<file path="src/rtl/ras_pkg.sv">
package ras_pkg;

  // Next slot index, wrapping modulo depth
  function automatic int unsigned wrap_inc(int unsigned p, int unsigned depth);
    return (p + 1 >= depth) ? 0 : p + 1;
  endfunction

  // Previous slot index, wrapping modulo depth
  function automatic int unsigned wrap_dec(int unsigned p, int unsigned depth);
    return (p == 0) ? depth - 1 : p - 1;
  endfunction

  // Level count after one cycle; pop wins, push saturates at depth
  function automatic int unsigned level_next(int unsigned lvl, bit push, bit pop,
                                             int unsigned depth);
    if (pop)
      return (lvl == 0) ? 0 : lvl - 1;
    if (push)
      return (lvl >= depth) ? depth : lvl + 1;
    return lvl;
  endfunction

endpackage

</file>
<file path="src/rtl/ras_storage.sv">
module ras_storage #(
  parameter int PC_W  = 13,
  parameter int DEPTH = 8,
  parameter int PTR_W = 3
) (
  input  logic             clk,
  input  logic             rst_n,
  input  logic             we,
  input  logic [PTR_W-1:0] waddr,
  input  logic [PC_W-1:0]  wdata,
  input  logic [PTR_W-1:0] raddr,
  output logic [PC_W-1:0]  rdata
);

  logic [PC_W-1:0] slot_q [DEPTH];

  for (genvar g = 0; g < DEPTH; g++) begin : g_slot
    always_ff @(posedge clk or negedge rst_n) begin
      if (!rst_n)
        slot_q[g] <= '0;
      else if (we && (waddr == PTR_W'(g)))
        slot_q[g] <= wdata;
    end
  end

  assign rdata = slot_q[raddr];

  // a written value lands in the addressed slot
  p_write_lands_r2: assert property (@(posedge clk) disable iff (!rst_n)
    we |=> slot_q[$past(waddr)] == $past(wdata));

endmodule

</file>
<file path="src/rtl/ras_ctrl.sv">
module ras_ctrl #(
  parameter int DEPTH = 8,
  parameter int PTR_W = 3,
  parameter int LVL_W = 4
) (
  input  logic             clk,
  input  logic             rst_n,
  input  logic             push,
  input  logic             pop,
  output logic [PTR_W-1:0] wr_idx,
  output logic [PTR_W-1:0] top_idx,
  output logic             full,
  output logic             empty
);

  logic [PTR_W-1:0] wp_q;
  logic [LVL_W-1:0] lvl_q;
  logic             full_q, empty_q;
  logic [LVL_W-1:0] lvl_d;
  logic [PTR_W-1:0] wp_d;
  logic             pop_live;   // pop that actually moves the pointer
  logic             push_live;  // push that is not overruled by a pop

  assign pop_live  = pop && !empty_q;
  assign push_live = push && !pop;

  always_comb begin
    lvl_d = LVL_W'(ras_pkg::level_next(32'(lvl_q), push, pop, DEPTH));
    wp_d  = wp_q;
    if (pop_live)
      wp_d = PTR_W'(ras_pkg::wrap_dec(32'(wp_q), DEPTH));
    else if (push_live)
      wp_d = PTR_W'(ras_pkg::wrap_inc(32'(wp_q), DEPTH));
  end

  always_ff @(posedge clk or negedge rst_n) begin
    if (!rst_n) begin
      wp_q    <= '0;
      lvl_q   <= '0;
      full_q  <= 1'b0;
      empty_q <= 1'b1;
    end else begin
      wp_q    <= wp_d;
      lvl_q   <= lvl_d;
      full_q  <= (lvl_d == LVL_W'(DEPTH));
      empty_q <= (lvl_d == '0);
    end
  end

  assign wr_idx  = wp_q;
  assign top_idx = PTR_W'(ras_pkg::wrap_dec(32'(wp_q), DEPTH));
  assign full    = full_q;
  assign empty   = empty_q;

  // the level never exceeds the depth
  p_level_bound_r4: assert property (@(posedge clk) disable iff (!rst_n)
    lvl_q <= LVL_W'(DEPTH));
  // full and empty are mutually exclusive
  p_flags_excl_r4: assert property (@(posedge clk) disable iff (!rst_n)
    !(full_q && empty_q));
  // a push while full keeps the stack full
  p_full_stays_r5: assert property (@(posedge clk) disable iff (!rst_n)
    (full_q && push && !pop) |=> full_q);
  // a pop on a non-empty stack lowers the level by one
  p_pop_lowers_r3: assert property (@(posedge clk) disable iff (!rst_n)
    (pop && !empty_q) |=> lvl_q == $past(lvl_q) - 1'b1);
  // a pop on an empty stack moves nothing
  p_empty_pop_r8: assert property (@(posedge clk) disable iff (!rst_n)
    (pop && empty_q) |=> (empty_q && $stable(wp_q)));

endmodule

</file>
<file path="src/rtl/ras_irq_gate.sv">
module ras_irq_gate (
  input  logic clk,
  input  logic rst_n,
  input  logic irq,
  input  logic call,
  input  logic ret,
  input  logic full,
  output logic ack,
  output logic pending
);

  logic pend_q;
  logic want;   // a request is live this cycle
  logic busy;   // the stack port is taken by a call or return

  assign want = pend_q || irq;
  assign busy = call || ret;
  assign ack  = want && !full && !busy;

  always_ff @(posedge clk or negedge rst_n) begin
    if (!rst_n)
      pend_q <= 1'b0;
    else
      pend_q <= want && !ack;
  end

  assign pending = pend_q;

  // no acknowledge while all levels are used
  p_no_ack_full_r7: assert property (@(posedge clk) disable iff (!rst_n)
    full |-> !ack);
  // an unserved request is remembered
  p_pend_held_r7: assert property (@(posedge clk) disable iff (!rst_n)
    (want && !ack) |=> pend_q);
  // an acknowledge always has a request behind it
  p_ack_has_req_r6: assert property (@(posedge clk) disable iff (!rst_n)
    ack |-> (irq || pend_q));
  // never acknowledge in a call or return cycle
  p_ack_idle_r10: assert property (@(posedge clk) disable iff (!rst_n)
    ack |-> !(call || ret));

endmodule

</file>
<file path="src/rtl/pc_return_stack.sv">
module pc_return_stack #(
  parameter int PC_W  = 13,
  parameter int DEPTH = 8
) (
  input  logic            clk,
  input  logic            rst_n,
  input  logic            call_i,
  input  logic            irq_i,
  input  logic            ret_i,
  input  logic [PC_W-1:0] pc_i,
  output logic [PC_W-1:0] ret_pc_o,
  output logic            irq_ack_o,
  output logic            full_o,
  output logic            empty_o
);

  localparam int PTR_W = (DEPTH > 1) ? $clog2(DEPTH) : 1;
  localparam int LVL_W = $clog2(DEPTH + 1);

  logic             ack_w;
  logic             pend_w;
  logic             push_w;
  logic             pop_w;
  logic             full_w, empty_w;
  logic [PTR_W-1:0] wr_idx_w, top_idx_w;
  logic             write_w;

  assign pop_w   = ret_i;
  assign push_w  = (call_i || ack_w) && !ret_i;
  assign write_w = push_w;

  ras_irq_gate u_gate (
    .clk     (clk),
    .rst_n   (rst_n),
    .irq     (irq_i),
    .call    (call_i),
    .ret     (ret_i),
    .full    (full_w),
    .ack     (ack_w),
    .pending (pend_w)
  );

  ras_ctrl #(.DEPTH(DEPTH), .PTR_W(PTR_W), .LVL_W(LVL_W)) u_ctrl (
    .clk     (clk),
    .rst_n   (rst_n),
    .push    (push_w),
    .pop     (pop_w),
    .wr_idx  (wr_idx_w),
    .top_idx (top_idx_w),
    .full    (full_w),
    .empty   (empty_w)
  );

  ras_storage #(.PC_W(PC_W), .DEPTH(DEPTH), .PTR_W(PTR_W)) u_store (
    .clk   (clk),
    .rst_n (rst_n),
    .we    (write_w),
    .waddr (wr_idx_w),
    .wdata (pc_i),
    .raddr (top_idx_w),
    .rdata (ret_pc_o)
  );

  assign irq_ack_o = ack_w;
  assign full_o    = full_w;
  assign empty_o   = empty_w;

  // a collision of call and return is a pure pop
  p_ret_wins_r9: assert property (@(posedge clk) disable iff (!rst_n)
    (call_i && ret_i) |-> !write_w);
  // a push leaves the stack non-empty
  p_push_nonempty_r2: assert property (@(posedge clk) disable iff (!rst_n)
    push_w |=> !empty_o);
  // a held request survives a busy cycle
  p_pend_busy_r10: assert property (@(posedge clk) disable iff (!rst_n)
    (pend_w && (call_i || ret_i)) |=> (pend_w || irq_ack_o || $past(irq_ack_o)) );

endmodule

</file>
<file path="config.mk">
export PLATFORM = sky130hd
export DESIGN_NAME = pc_return_stack
export DESIGN_NICKNAME = d
export VERILOG_FILES = /design/src/rtl/ras_pkg.sv /design/src/rtl/ras_storage.sv /design/src/rtl/ras_ctrl.sv /design/src/rtl/ras_irq_gate.sv /design/src/rtl/pc_return_stack.sv
export SDC_FILE = /design/constraint.sdc
export NUM_CORES = 1
export LEC_CHECK = 0
export ABC_AREA = 1
export ABC_CLOCK_PERIOD_IN_PS = 3350
export CORE_MARGIN = 5
export CORE_UTILIZATION = 44
export CTS_CLUSTER_DIAMETER = 150
export DETAILED_ROUTE_END_ITERATION = 10
export DONT_BUFFER_PORTS = 1
export GPL_TIMING_DRIVEN = 0
export HOLD_SLACK_MARGIN = 0.08
export MAX_ROUTING_LAYER = met4
export PLACE_DENSITY = 0.6
export SYNTH_ARGS = -nofsm -noshare
export SYNTH_HDL_FRONTEND = slang
export SYNTH_SLANG_ARGS = --single-unit
</file>
<file path="constraint.sdc">
create_clock -name clk -period 3.35 [get_ports clk]
set_input_delay 0.1675 -clock clk [delete_from_list [all_inputs] [get_ports clk]]
set_output_delay 0.1675 -clock clk [all_outputs]
set_load 0.01 [all_outputs]
</file>
# After elaboration in Yosys (flattened, before gate mapping)
# Cells that the tools add are included.
# classes
add_sub_neg,4
n_lt_le_gt_ge,3
n_eq_ne,8
n_mux,16
bitwise_logic,1
n_reduce_logical,26
# op_table
cell,count
13-bit binary-select mux with 3-bit select,1
13-bit two-way mux,2
4-bit two-way mux,6
1-bit logical AND,14
"3-bit == test, second input constant",4
"4-bit greater-or-equal comparator, second input constant",3
3-bit two-way mux,4
4-bit zero test,2
"3-bit by 2-bit == test with 1-bit output, second input constant",2
1-bit zero test,5
"3-bit by 1-bit adder with 4-bit output, second input constant",1
"4-bit by 1-bit adder with 4-bit output, second input constant",1
"4-bit == test, second input constant",1
3-bit inverter with 4-bit output,1
"4-bit by 1-bit subtractor with 4-bit output, second input constant",1
"3-bit by 1-bit == test with 1-bit output, second input constant",1
3-bit zero test,1
1-bit logical OR,3
1-bit two-way mux,3
"3-bit by 1-bit subtractor with 3-bit output, second input constant",1
2-bit nonzero test,1
# totals
register_bits,114
output_inout_bits,16

# Depth between registers and ports, before layout
# depth
word_depth,10
ltp_mapped,12

# By module
# Synthesis repeated with hierarchy kept, for this count alone.
# unflattened
hier_cells,800
area_unflattened_um2,5883.1
# by_module_without_submodules
module,instances,cells_per_inst,area_per_inst_um2,seq_area_each_um2
ras_storage,1,704,5201.2,2602.5
ras_ctrl,1,87,623.1,226.5
ras_irq_gate,1,7,51.3,25.0
pc_return_stack,1,2,7.5,0.0

# Least setup slack after synthesis
# No wires, ideal clock.
# synth_timing
kind,reg2out
startpoint,register u_ctrl.wp_q[0] (netlist: u_ctrl.wr_idx[0])
endpoint,output port ret_pc_o[2]
t_arrival_ns,2.000
setup_slack_ns,1.182
stages_incl_launch_ff,12
n_path_buf,3
path_cell_list,dfrtp_1 > buf_2 > clkinv_1 > clkbuf_1 > ha_1 > nor2_1 > nand2_1 > o21ai_2 > inv_1 > buf_2 > nand2_1 > o21ai_1
# synth_via
elab_chain_len,6
elab_cells_between_ends,7
cone_classes,1 x add/sub; 4 x mux; 1 x bitwise; 1 x reduce/logical
# synth_rtl
item,line_no,rtl
start: declaration,ras_ctrl.sv:16,logic [PTR_W-1:0] wp_q;
start signal: assignment,ras_ctrl.sv:43,wp_q <= wp_d;
3-bit by 1-bit subtractor with 3-bit output / 3-bit zero test (equally long branches),ras_pkg.sv:10,return (p == 0) ? depth - 1 : p - 1;
3-bit two-way mux *,ras_pkg.sv:10,
3-bit inverter with 4-bit output (not written as such) *,ras_storage.sv:26,assign rdata = slot_q[raddr];
13-bit binary-select mux with 3-bit select *,ras_storage.sv:26,
13-bit two-way mux (not written as such) * (2 in series),ras_storage.sv:26,
end: declaration,pc_return_stack.sv:11,"output logic [PC_W-1:0] ret_pc_o,"
# Every way passes the cells marked *; elsewhere a longest branch is shown, timed or not. The select of a mux whose other input is x is not followed.

# Final worst setup path
# layout_timing
startpoint,register u_ctrl.wp_q[0] (netlist: u_ctrl.wr_idx[0])
endpoint,output port ret_pc_o[3]
# The elaborated chain is that of the path after synthesis.

==> summary by stage <==
Cells and area
The final layout contains about 730 nets. The final cell count without fillers is about 880. In the final layout, the share of cells above drive strength 1 is between 10% and 20%. The final instance area is 6560 sq um. 0 antenna diodes ended up in the layout. Relative to the synthesized area, the layout overhead comes to 19.2%.

Clocking
The clock sink count is roughly 110. The later-pin clock latency in the skew report is about 0.42 ns. The cell chosen for the clock root is clkbuf_16. In this run the number of H-tree levels came out at 4.

The total clock buffers created by CTS is 17. The TritonCTS clock tree is yes. The clock edge transition at the registers on the reported setup and hold paths is approximately 0.05 ns. The clock passes through at most 2 buffers.

Critical path
STA puts the critical path data arrival time at about 2.9 ns. The beginning of the critical path is u_ctrl.wr_idx[0]$_DFFE_PN0P_. The required time of the worst setup path is about 3.2 ns.

STA classifies the critical path endpoint as an output port. Along the worst path, the maximum fanout reaches 20. Measured in cells, the most critical reg-to-reg path has a length of 8. The beginning of the worst register-to-register path is u_ctrl.wr_idx[0]$_DFFE_PN0P_. The setup path with the least slack is of type flop to output port.

The endpoint identified for the worst register-to-register timing path is u_ctrl.wr_idx[1]$_DFFE_PN0P_. The launching element type of the critical path is a flop. For flop-to-flop paths, the worst setup slack is a little over 1 ns.

Placement
The number of buffers added on ports is 0. The cell area after placement is 5720 sq um. The last weighted congestion value of the routability-driven placer is about 0.9. The number of placed instances, taps included, is between 800 and 900. The HPWL after detailed placement is 10,600 um.

GRT
The number of global-route vias before repair is ~4.8k. The global-route usage over all layers is a little under a quarter. The global route total overflow is 0. The maximum number of pins on one net before global-route repair is about 120.

The first global-routing pass estimated ~25,000 um of wire. The initial antenna violation count is 0.

Power
The part of the total power dissipated in sequential elements is between 20% and 30%. The clock group share of total power is a little over a quarter. Across the VDD grid, the largest voltage drop is between 500 and 600 uV.

The design draws around 0.0080 W. The total power divided by cell area is about 1200 nW/um^2. The share of power burned in combinational logic is between 40% and 50%. In this run the static leakage power is ~3.2 nW.

The net switching power figure is 0.00330 W. The internal portion of the total power is between 0.004 and 0.005 W. In this run switching power makes up approximately two fifths of total power.

Route
In the routed design, unresolved DRC markers number 0. The vias per cell is about 5.4. Before antenna repair, the detailed router went through 5 iterations. The routed layout has between 4k and 5k vias. In the final routed layout, each cell accounts on average for around 18 um.

For this block, the initial DRC count from the detailed router was around 280. For this block, the routed nets add up to 15,400 um of wire. The detail route stage leaves a number of antenna-violating nets equal to 0.

Timing
Setup repair after global routing left no endpoint under its margin. The highest clock frequency the design can meet is 332 MHz. The measured slew at the worst slew-check pin is 0.612 ns.

For the final routed database, the setup TNS stands at 0 ns. The final setup violation count is 0. The count of final max-slew check failures was 0. The headroom to the max-slew limit is between 50% and 60%. After layout, the worst path uses around nine tenths of the clock period.

The total count of hold-check failures in the final report was 0. The final critical path time including I/O delays and setup is 3.01 ns. On the final layout, the worst clock skew is slightly below 0.005 ns.

Outcome
The run finished with clean final reports.

Yosys
Sequential elements use slightly above 50% of the synthesized area. The primary flip-flop cell chosen by synthesis mapping is dfrtp_1. For this run, asynchronously set or reset flops after synthesis account for 100%. Ranked by total cell area, the synthesized netlist is headed by dfrtp_1 (51%), nand2_1 (17%), o21ai_0 (6.3%). The proportion of netlist area held by the largest area contributor is about half. In this run the mean area of a mapped cell was slightly above 8 sq um.

Counting flops with a built-in enable in the synthesized netlist gives 0. The most common cell in the netlist is nand2_1. Counting every net in the synthesized netlist gives 695. The number of warnings issued by yosys is 0. Yosys mapped the design onto 29 distinct sky130hd cell types. The total of flip-flops plus latches after synthesis is approximately 110. The largest area contributor in the synthesized netlist is dfrtp_1. Synthesis produced 668 cells. After synthesis, the most frequently instantiated cells are nand2_1 (251), dfrtp_1 (113), o21ai_0 (69). In this run the cell area of the synthesized design comes to around 5500 sq um.

Floorplanning
The die covers around 15,000 sq um. The total number of placement rows is 40. The die is between 100 and 150 um wide. The initial utilization of the core area, before any placement, comes to a little under half.

For this design the top-level I/O count stands at 34. The floorplan step defined a core boundary enclosing between 10,000 and 15,000 sq um. From bottom edge to top edge, the die measures 122 um.

Min path
The worst hold path was traced through 2 stages. The endpoint of the worst hold path is u_store.slot_q[62]$_DFFE_PN0P_. In this run the worst hold path is classified as input port to flop.

The worst min-delay path startpoint is pc_i[10].

Run
The tool flagged a number of max-cap violations equal to 0.
## sequential cells by signal, summed over array words and instances, names as in the netlist
register	cells
u_ctrl.lvl_q	4
u_ctrl.full	1
u_ctrl.wr_idx	3
u_ctrl.empty	1
u_gate.pending	1
u_store.slot_q	104
## layout by cell type, fill, tap and decap left out, types with 9 or more instances in the layout
cell type | netlist | final
nand2_1 | 251 | 251
dfrtp_1 | 113 | 113
o21ai_0 | 69 | 69
nand3_1 | 48 | 48
o21ai_1 | 48 | 48
inv_1 | 35 | 35
clkbuf_16 | 0 | 17
buf_2 | 16 | 16
nor2_1 | 12 | 12
a21oi_1 | 11 | 11
dlygate4sd3_1 | 0 | 11
ha_1 | 9 | 9
## worst max-delay path, stage by stage (launching register included)
cell and delay (ns):
dfrtp_1 0.38, buf_2 0.21, clkinvlp_4 0.39, ha_1 0.43
nor2_1 0.11, nand2_1 0.06, o21ai_2 0.16, buf_2 0.31
nand3_1 0.16, o21ai_1 0.20
## worst max path at each step
stage,to,slack (ns),cells past startpoint
finish,ret_pc_o[3],0.34,9
global route,ret_pc_o[5],0.12,9
CTS,ret_pc_o[7],0.06,11
detailed placement,ret_pc_o[6],0.51,11
global placement,ret_pc_o[6],0.53,11
floorplan,ret_pc_o[2],1.18,11
## power groups by stage
stage	Sequential [W]	Combinational, W	Clock (W)
floorplan	0.00226	0.00250	0
global placement	0.00233	0.00331	0
detailed placement	0.00234	0.00341	0
CTS	0.00233	0.00347	0.00219
global route	0.00241	0.00389	0.00226
finish	0.00234	0.00344	0.00217
## final cells by class
type / instances / area [sq um]
timing repair buffer: 12 / 138
sequential: 114 / 2850
multi-input combinational: 481 / 2280
inverter: 39 / 155
clock buffer: 23 / 488
buffer: 33 / 214
tap: 168 / 210
clock inverter: 9 / 223
fill: 1104 / 5600
## metrics by stage
stage / worst slack [ns] / hold slack, ns / utilization (%)
after floorplan: 1.18 / -0.128 / -
after global placement: 0.534 / -0.124 / 47.0
after detailed placement: 0.508 / -0.123 / 47.0
after CTS: 0.0600 / 0.0824 / 54.0
after global routing: 0.116 / 0.0979 / 54.0
final: 0.336 / 0.0792 / 54.0
## per-layer routing
metal  vias up  wire length, um  track usage, %
li1       2235                -               -
met1      2347             6630            28.4
met2       154             7450            36.4
met3        36              816            5.15
met4         0              501            10.4
met5         -                0               -
## kinds of logic after synthesis
| group | Yosys count | synth area share [%] |
|---|---|---|
| buffers and inverters | 73 | 6.70 |
| flip-flops | 114 | 51.8 |
| AND/OR/NAND/NOR | 329 | 25.2 |
| multiplexers | 5 | 0.909 |
| AO/OA/AOI/OAI | 137 | 13.1 |
| XOR/XNOR | 1 | 0.159 |
| adder cells (fa/ha/maj) | 9 | 2.05 |
## repair_timing
action                                  CTS  global route
hold buffers                             12             0
setup buffers                             0             0
endpoints found under the hold margin   138             0
endpoints found under the setup margin    0            13
resized for setup                         0             1
Power figures use the tool's default switching activity.
